## src/rtl/cal_pkg.sv

```systemverilog
package cal_pkg;

    localparam int GAIN_W    = 16;
    localparam int GAIN_FRAC = 14;
    localparam logic [GAIN_W-1:0] GAIN_UNITY = GAIN_W'(1 << GAIN_FRAC);

    typedef enum logic [1:0] {
        SEL_PINS  = 2'b00,
        SEL_SHORT = 2'b01,
        SEL_PLUS  = 2'b10,
        SEL_MINUS = 2'b11
    } sel_e;

    typedef enum logic [2:0] {
        ST_IDLE,
        ST_WAIT,
        ST_SETTLE,
        ST_MEAS,
        ST_DIV_START,
        ST_DIVIDE,
        ST_POST
    } cal_state_e;

    function automatic sel_e phase_sel(input logic [1:0] ph);
        case (ph)
            2'd0:    return SEL_SHORT;
            2'd1:    return SEL_PLUS;
            default: return SEL_MINUS;
        endcase
    endfunction

endpackage

```

## src/rtl/cal_averager.sv

```systemverilog
module cal_averager #(
    parameter int DW    = 16,
    parameter int LOG2N = 3
) (
    input  logic                 clk,
    input  logic                 rst,
    input  logic                 clear,
    input  logic                 stb,
    input  logic signed [DW-1:0] din,
    output logic signed [DW-1:0] avg,
    output logic                 avg_vld
);
    localparam int AW = DW + LOG2N;

    logic signed [AW-1:0] acc;
    logic signed [AW-1:0] sum;
    logic [LOG2N-1:0]     cnt;

    assign sum = acc + {{LOG2N{din[DW-1]}}, din};

    always_ff @(posedge clk) begin
        if (rst || clear) begin
            acc     <= '0;
            cnt     <= '0;
            avg_vld <= 1'b0;
        end else begin
            avg_vld <= 1'b0;
            if (stb) begin
                if (cnt == '1) begin
                    acc     <= '0;
                    cnt     <= '0;
                    avg_vld <= 1'b1;
                end else begin
                    acc <= sum;
                    cnt <= cnt + 1'b1;
                end
            end
        end
    end

    always_ff @(posedge clk) begin
        if (rst) begin
            avg <= '0;
        end else if (stb && !clear && cnt == '1) begin
            avg <= sum[AW-1:LOG2N];
        end
    end

    AST_AVG_SINGLE: assert property (@(posedge clk) disable iff (rst)
        avg_vld |=> !avg_vld);
    AST_AVG_FROM_STB: assert property (@(posedge clk) disable iff (rst)
        avg_vld |-> $past(stb));

endmodule

```

## src/rtl/cal_divider.sv

```systemverilog
module cal_divider #(
    parameter int NUM_W = 30,
    parameter int DEN_W = 17
) (
    input  logic             clk,
    input  logic             rst,
    input  logic             start,
    input  logic [NUM_W-1:0] num,
    input  logic [DEN_W-1:0] den,
    output logic [NUM_W-1:0] quo,
    output logic             done
);
    localparam int CNT_W = $clog2(NUM_W + 1);

    logic [DEN_W-1:0] rem;
    logic [DEN_W-1:0] den_q;
    logic [DEN_W:0]   trial;
    logic [DEN_W:0]   diff;
    logic [CNT_W-1:0] cnt;
    logic             busy;

    assign trial = {rem, quo[NUM_W-1]};
    assign diff  = trial - {1'b0, den_q};

    always_ff @(posedge clk) begin
        if (rst) begin
            rem   <= '0;
            den_q <= '0;
            quo   <= '0;
            cnt   <= '0;
            busy  <= 1'b0;
            done  <= 1'b0;
        end else begin
            done <= 1'b0;
            if (start) begin
                rem   <= '0;
                den_q <= den;
                quo   <= num;
                cnt   <= CNT_W'(NUM_W);
                busy  <= 1'b1;
            end else if (busy) begin
                if (trial >= {1'b0, den_q}) begin
                    rem <= diff[DEN_W-1:0];
                    quo <= {quo[NUM_W-2:0], 1'b1};
                end else begin
                    rem <= trial[DEN_W-1:0];
                    quo <= {quo[NUM_W-2:0], 1'b0};
                end
                cnt <= cnt - 1'b1;
                if (cnt == CNT_W'(1)) begin
                    busy <= 1'b0;
                    done <= 1'b1;
                end
            end
        end
    end

    AST_DIV_DONE_PULSE: assert property (@(posedge clk) disable iff (rst)
        done |=> !done);

endmodule

```

## src/rtl/cal_corrector.sv

```systemverilog
module cal_corrector
    import cal_pkg::*;
#(
    parameter int DW = 16
) (
    input  logic                  clk,
    input  logic                  rst,
    input  logic                  pass,
    input  logic                  stb,
    input  logic signed [DW-1:0]  din,
    input  logic signed [DW-1:0]  offset,
    input  logic [GAIN_W-1:0]     gain,
    output logic signed [DW-1:0]  dout,
    output logic                  valid
);
    localparam int PW = DW + GAIN_W + 2;
    localparam logic signed [PW-1:0] MAXV = PW'((2 ** (DW - 1)) - 1);
    localparam logic signed [PW-1:0] MINV = -MAXV - PW'(1);

    logic signed [DW:0]   diff;
    logic signed [PW-1:0] diff_x;
    logic signed [PW-1:0] gain_x;
    logic signed [PW-1:0] prod;
    logic signed [PW-1:0] scaled;
    logic signed [DW-1:0] sat;

    always_comb begin
        diff   = {din[DW-1], din} - {offset[DW-1], offset};
        diff_x = PW'(diff);
        gain_x = $signed({{(PW - GAIN_W){1'b0}}, gain});
        prod   = diff_x * gain_x;
        scaled = prod >>> GAIN_FRAC;
        if (scaled > MAXV)      sat = MAXV[DW-1:0];
        else if (scaled < MINV) sat = MINV[DW-1:0];
        else                    sat = scaled[DW-1:0];
    end

    always_ff @(posedge clk) begin
        if (rst) begin
            dout  <= '0;
            valid <= 1'b0;
        end else if (!pass) begin
            valid <= 1'b0;
        end else if (stb) begin
            dout  <= sat;
            valid <= 1'b1;
        end
    end

    AST_VALID_AFTER_STB: assert property (@(posedge clk) disable iff (rst)
        $rose(valid) |-> $past(stb));

endmodule

```

## src/rtl/adc_cal_seq.sv

```systemverilog
module adc_cal_seq
    import cal_pkg::*;
#(
    parameter int DW          = 16,
    parameter int SETTLE_CLKS = 8192,
    parameter int AVG_LOG2    = 3
) (
    input  logic                 clk,
    input  logic                 rst,
    input  logic                 cal_req,
    input  logic                 bipolar,
    input  logic                 sync_in,
    input  logic                 filt_stb,
    input  logic signed [DW-1:0] filt_data,
    output logic [1:0]           in_sel,
    output logic signed [DW-1:0] out_data,
    output logic                 out_valid,
    output logic                 rdy_n,
    output logic                 cal_done
);
    localparam int SW    = DW + 1;
    localparam int NUM_W = DW + GAIN_FRAC;
    localparam int CW    = $clog2(SETTLE_CLKS + 1);
    localparam int UNI_SPAN = (2 ** (DW - 1)) - 1;
    localparam int BI_SPAN  = (2 ** DW) - 1;
    localparam logic [NUM_W-1:0] NUM_UNI = NUM_W'(UNI_SPAN) << GAIN_FRAC;
    localparam logic [NUM_W-1:0] NUM_BI  = NUM_W'(BI_SPAN) << GAIN_FRAC;

    cal_state_e           st;
    logic [1:0]           ph;
    logic                 mode_bi;
    logic [CW-1:0]        cnt;
    logic                 sync_q;
    logic                 sync_rise;
    logic                 last_ph;
    logic                 cnt_end;

    logic signed [DW-1:0] offset_q;
    logic [GAIN_W-1:0]    gain_q;
    logic signed [DW-1:0] zero_avg;
    logic signed [DW-1:0] plus_avg;
    logic signed [DW-1:0] minus_avg;
    logic signed [DW-1:0] lower_avg;
    logic signed [SW-1:0] span;

    logic signed [DW-1:0] avg;
    logic                 avg_vld;
    logic                 div_start;
    logic [NUM_W-1:0]     div_num;
    logic [NUM_W-1:0]     div_quo;
    logic                 div_done;
    logic [GAIN_W-1:0]    gain_next;
    logic                 pass;

    assign sync_rise = sync_in & ~sync_q;
    assign last_ph   = mode_bi ? (ph == 2'd2) : (ph == 2'd1);
    assign cnt_end   = (cnt == CW'(SETTLE_CLKS - 1));
    assign lower_avg = mode_bi ? minus_avg : zero_avg;
    assign span      = $signed({plus_avg[DW-1], plus_avg}) - $signed({lower_avg[DW-1], lower_avg});
    assign div_start = (st == ST_DIV_START) && (span > 0);
    assign div_num   = mode_bi ? NUM_BI : NUM_UNI;
    assign gain_next = (|div_quo[NUM_W-1:GAIN_W]) ? '1 : div_quo[GAIN_W-1:0];
    assign rdy_n     = !((st == ST_IDLE) || (st == ST_WAIT));
    assign pass      = (st == ST_IDLE) || ((st == ST_WAIT) && !filt_stb);
    assign in_sel    = ((st == ST_SETTLE) || (st == ST_MEAS)) ? phase_sel(ph) : SEL_PINS;

    cal_averager #(.DW(DW), .LOG2N(AVG_LOG2)) u_avg (
        .clk     (clk),
        .rst     (rst),
        .clear   (st != ST_MEAS),
        .stb     (filt_stb && (st == ST_MEAS)),
        .din     (filt_data),
        .avg     (avg),
        .avg_vld (avg_vld)
    );

    cal_divider #(.NUM_W(NUM_W), .DEN_W(SW)) u_div (
        .clk   (clk),
        .rst   (rst),
        .start (div_start),
        .num   (div_num),
        .den   (span[SW-1:0]),
        .quo   (div_quo),
        .done  (div_done)
    );

    cal_corrector #(.DW(DW)) u_corr (
        .clk    (clk),
        .rst    (rst),
        .pass   (pass),
        .stb    (filt_stb),
        .din    (filt_data),
        .offset (offset_q),
        .gain   (gain_q),
        .dout   (out_data),
        .valid  (out_valid)
    );

    always_ff @(posedge clk) begin
        if (rst) begin
            st        <= ST_IDLE;
            ph        <= '0;
            mode_bi   <= 1'b0;
            cnt       <= '0;
            sync_q    <= 1'b0;
            offset_q  <= '0;
            gain_q    <= GAIN_UNITY;
            zero_avg  <= '0;
            plus_avg  <= '0;
            minus_avg <= '0;
            cal_done  <= 1'b0;
        end else begin
            sync_q   <= sync_in;
            cal_done <= 1'b0;
            if (sync_rise && st != ST_IDLE) begin
                st  <= ST_IDLE;
                ph  <= '0;
                cnt <= '0;
            end else begin
                case (st)
                    ST_IDLE: begin
                        if (cal_req) begin
                            st      <= ST_WAIT;
                            mode_bi <= bipolar;
                        end
                    end
                    ST_WAIT: begin
                        if (filt_stb) begin
                            st  <= ST_SETTLE;
                            ph  <= '0;
                            cnt <= '0;
                        end
                    end
                    ST_SETTLE: begin
                        if (cnt_end) begin
                            st  <= ST_MEAS;
                            cnt <= '0;
                        end else begin
                            cnt <= cnt + 1'b1;
                        end
                    end
                    ST_MEAS: begin
                        if (avg_vld) begin
                            case (ph)
                                2'd0:    zero_avg  <= avg;
                                2'd1:    plus_avg  <= avg;
                                default: minus_avg <= avg;
                            endcase
                            if (last_ph) begin
                                st <= ST_DIV_START;
                            end else begin
                                ph  <= ph + 1'b1;
                                st  <= ST_SETTLE;
                                cnt <= '0;
                            end
                        end
                    end
                    ST_DIV_START: begin
                        if (span > 0) begin
                            st <= ST_DIVIDE;
                        end else begin
                            offset_q <= zero_avg;
                            cal_done <= 1'b1;
                            st       <= ST_POST;
                            cnt      <= '0;
                        end
                    end
                    ST_DIVIDE: begin
                        if (div_done) begin
                            gain_q   <= gain_next;
                            offset_q <= zero_avg;
                            cal_done <= 1'b1;
                            st       <= ST_POST;
                            cnt      <= '0;
                        end
                    end
                    ST_POST: begin
                        if (cnt_end) begin
                            st  <= ST_IDLE;
                            cnt <= '0;
                        end else begin
                            cnt <= cnt + 1'b1;
                        end
                    end
                    default: st <= ST_IDLE;
                endcase
            end
        end
    end

    AST_NO_VALID_IN_CAL: assert property (@(posedge clk) disable iff (rst)
        rdy_n |-> !out_valid);
    AST_PINS_WHEN_READY: assert property (@(posedge clk) disable iff (rst)
        !rdy_n |-> (in_sel == SEL_PINS));
    AST_DONE_PULSE: assert property (@(posedge clk) disable iff (rst)
        cal_done |=> !cal_done);
    AST_SYNC_ABORT: assert property (@(posedge clk) disable iff (rst)
        (sync_in && !sync_q && rdy_n) |=> !rdy_n);
    AST_GAIN_HELD: assert property (@(posedge clk) disable iff (rst)
        (st != ST_DIVIDE) |=> $stable(gain_q));

endmodule

```

## config.mk

```make
export PLATFORM = sky130hd
export DESIGN_NAME = adc_cal_seq
export DESIGN_NICKNAME = d
export VERILOG_FILES = /design/src/rtl/cal_pkg.sv /design/src/rtl/cal_averager.sv /design/src/rtl/cal_divider.sv /design/src/rtl/cal_corrector.sv /design/src/rtl/adc_cal_seq.sv
export SDC_FILE = /design/constraint.sdc
export NUM_CORES = 1
export LEC_CHECK = 0
export BUFFER_PORTS_ARGS = -buffer_cell sky130_fd_sc_hd__buf_2
export CAP_MARGIN = 20
export CORE_ASPECT_RATIO = 1.75
export CORE_MARGIN = 4
export CORE_UTILIZATION = 55
export DETAILED_ROUTE_END_ITERATION = 12
export GPL_TIMING_DRIVEN = 0
export PLACE_DENSITY = 0.71
export SYNTH_ARGS = -nofsm -noshare
export SYNTH_HDL_FRONTEND = slang
export SYNTH_SLANG_ARGS = --single-unit
```

## constraint.sdc

```tcl
create_clock -name clk -period 26.4 [get_ports clk]
set_input_delay 2.64 -clock clk [delete_from_list [all_inputs] [get_ports clk]]
set_output_delay 2.64 -clock clk [all_outputs]
set_load 0.005 [all_outputs]
```

==> Implementation_results.wiki <==
{| class="wikitable"
! Metric !! Value
|-
| Result of the run || finished clean
|-
| Synthesized cell area || 22500 um2
|-
| Setup_tns || 0 ns
|-
| Seq cells post-synth || 229
|-
| Effective utilization at floorplan || 0.558
|-
| Area added between synthesis and finish || 7.25%
|-
| Drt first-iter violations || 870
|-
| Critical path fanouts, max || 10
|-
| Leakage dissipation || 11.0 nW
|-
| Placement Setup Slack || 13.70 ns
|-
| Die Width || 161 um
|-
| Stage delay of the slowest cell on the critical path || 0.68 ns
|-
| Net count after synthesis || just over 3000
|-
| Worst Hold Class || reg2reg
|-
| Worst slew pin tran || 1.07 ns
|-
| Cell area after layout || 24100 um2
|-
| Initial antenna violation count || 2
|-
| Final number of setup-violating endpoints || 0
|-
| Worst Setup Slack, final || 14.30 ns
|-
| Sequential element share of the synthesized area || 0.204
|-
| Synth top area share || 0.242
|-
| Final worst path period need || 12.10 ns
|-
| Synth area leader || fa_1
|-
| DIE HEIGHT || 276 um
|-
| Overall power after layout || 0.000854 W
|-
| Wire length of the first global-routing pass || 94600 um
|-
| IR Drop Worst-Case VDD || 58.4 uV
|-
| Max Root-Sink Buffers || 3
|-
| Arrival @ worst endpoint || between 10 and 15 ns
|-
| GRT Util Overall || 0.264
|-
| Sort of element at the end of the critical path || register
|-
| Max-slew violations || 0
|-
| GP Congestion || 0.940
|-
| Quantity of I/O buffers inserted on ports || 42
|-
| Vias in the first global route || about 19000
|-
| Via count || roughly 18000
|-
| Total global routing overflow || 0
|-
| Max Cap Violations || 0
|-
| Floorplan Core Area || 40300 um2
|-
| Dpl hpwl || 49300 um
|-
| Slowest CP cell || xor2_1
|-
| Clock slew seen by the registers of the worst setup and hold paths || 0.06 ns
|-
| Routed wire length per instance || 18.1 um
|-
| Setup repair after global routing missed its margin || false
|-
| Synthesized area divided by synthesized cell count || 8.71 um2
|-
| Predominant post-synthesis flop cell || dfxtp_1
|-
| First-pass iteration count of the detailed router || 6
|-
| Count of antenna-violating nets left after detailed routing || 0
|-
| Num CTS Buffers || 23
|-
| Clock root buffer || clkbuf_16
|-
| Worst Path Required || 26.82 ns
|-
| Die Footprint || 44300 um2
|-
| Average via count per standard cell || 5.58
|-
| Ys async rst share || 0
|-
| Worst slew margin || 0.284
|-
| Most common cell after layout, fill and taps aside || inv_1
|-
| Number of remaining DRC errors || 0
|-
| Fraction of final layout cells with drive strength greater than 1 || 0.0533
|-
| Total cell area at the placement stage || ~23000 um2
|-
| Fin crit share || 0.458
|-
| Leading cell types by total area after synthesis || fa_1 (24%), dfxtp_1 (20%), ha_1 (9.1%), inv_1 (6.9%), nand2_1 (4.9%)
|-
| Worst setup SP type || input pin
|-
| Resized cells post-CTS || 0
|-
| CP Class || in2reg
|-
| Net total in the final layout || about 3100
|-
| Peak clock frequency supported by timing || 82.7 MHz
|-
| Synthesized instance count || 2582
|-
| Setup Skew || 0.0117 ns
|-
| Crit-path most repeated cell || fa_1
|-
| Leading cell types in the layout, fill and taps excluded || inv_1 (411), nand2_1 (295), fa_1 (272)
|-
| N_diodes || 0
|-
| Maximum number of pins on one net before global-route repair || 16
|-
| Detailed Route WL || 58200 um
|-
| Number of different library cells in the post-synthesis netlist || 84
|-
| Hold bufs inserted after CTS || 0
|-
| H-tree level count || 1
|-
| Clock tree from TritonCTS || done
|-
| Number of flops mapped to enable cells by yosys || 0
|-
| Number of rows created at floorplan || 97
|-
| Post-CTS setup buffers || 0
|-
| Count of final hold-check violations || 0
|-
| Number of warnings printed during yosys synthesis || 0
|-
| Clock sink total || about 230
|-
| Power per Cell Area || around 35 nW/um2
|-
| Number of placed I/O pins || between 40 and 50
|-
| Source-to-sink clock delay at the later pin of the worst-skew pair || about 0.52 ns
|}
power by group:
part	internal (W)	switching, W	total (W)	leakage, nW
clock	0.000180	0.000144	0.000323	0.357
sequential	0.000355	0.00000456	0.000360	1.85
combinational	0.0000553	0.000116	0.000172	8.82
total	0.000590	0.000264	0.000854	11.0
through the flow:
step | utilization | instances | hold WS [ns]
floorplan | - | 2582 | 0.422
global placement | 0.581 | 3168 | 0.433
detailed placement | 0.581 | 3169 | 0.440
CTS | 0.599 | 3209 | 0.451
global route | 0.599 | 3210 | 0.464
finish | 0.599 | 3210 | 0.445
critical path: cells and delay by family:
kind	cells	cell delay (ns)
xor+xnor	1	0.68
fa+ha+maj	9	4.09
buf+inv	8	1.38
compound gates	11	2.24
simple gates	5	1.45
area by class of cell:
type / instances / area (um2)
fill: 3677 / 16200
multi-input combinational: 1829 / 15900
sequential: 229 / 4580
inverter: 411 / 1540
tap: 544 / 681
clock buffer: 29 / 628
buffer: 113 / 457
timing repair buffer: 44 / 223
clock inverter: 11 / 98.8
kinds of logic after synthesis:
kind of cell / synth area share
simple gates: 0.171
xor+xnor: 0.0346
flops: 0.204
compound gates: 0.119
mux: 0.0482
buf+inv: 0.0889
fa+ha+maj: 0.335
synthesized netlist by cell type, types with 8 or more instances:
master    count
or3_1        11
nand2_1     295
a21o_1       28
and3_1       15
nor2b_1      38
a22oi_1      16
a211oi_1     27
clkbuf_1     99
nand2b_1     29
fa_1        272
xor2_1       27
dfxtp_1     229
or4_1         8
nor2_1      169
o21ai_0      48
xnor2_1      60
nor3_1       37
o21ai_1       9
o221a_2      15
inv_1       411
o211ai_1     14
nand3_1      29
and2_1      114
o21a_1       17
nand4_1       9
mux2i_1     106
ha_1        164
a31oi_1      18
a21oi_1     129
final timing paths:
kind | start | end | slack [ns] | cells after the start
max | filt_data[0] | u_corr.dout[8] | 14.30 | 34
max reg2reg | offset_q[2] | u_corr.dout[8] | 16.25 | 32
min | u_div.den_q[16] | u_div.den_q[16] | 0.45 | 2
min reg2reg | u_div.den_q[16] | u_div.den_q[16] | 0.45 | 2
routing by layer:
| layer | track usage | vias up | routed length [um] |
|---|---|---|---|
| li1 | - | 8473 | - |
| met1 | 0.264 | 8729 | 20300 |
| met2 | 0.517 | 482 | 31600 |
| met3 | 0.0241 | 227 | 1910 |
| met4 | 0.171 | 0 | 4490 |
| met5 | 0 | - | 0 |
registers in the layout, summed over array words and instances, names as in the netlist, 5 cells and up:
signal	count
u_div.cnt	5
u_avg.avg	16
plus_avg	16
offset_q	16
minus_avg	16
u_div.quo	30
u_div.rem	17
cnt	14
u_avg.acc	19
zero_avg	16
gain_q	16
u_corr.dout	16
u_div.den_q	17
No activity file was read; power rests on OpenSTA's default activity.
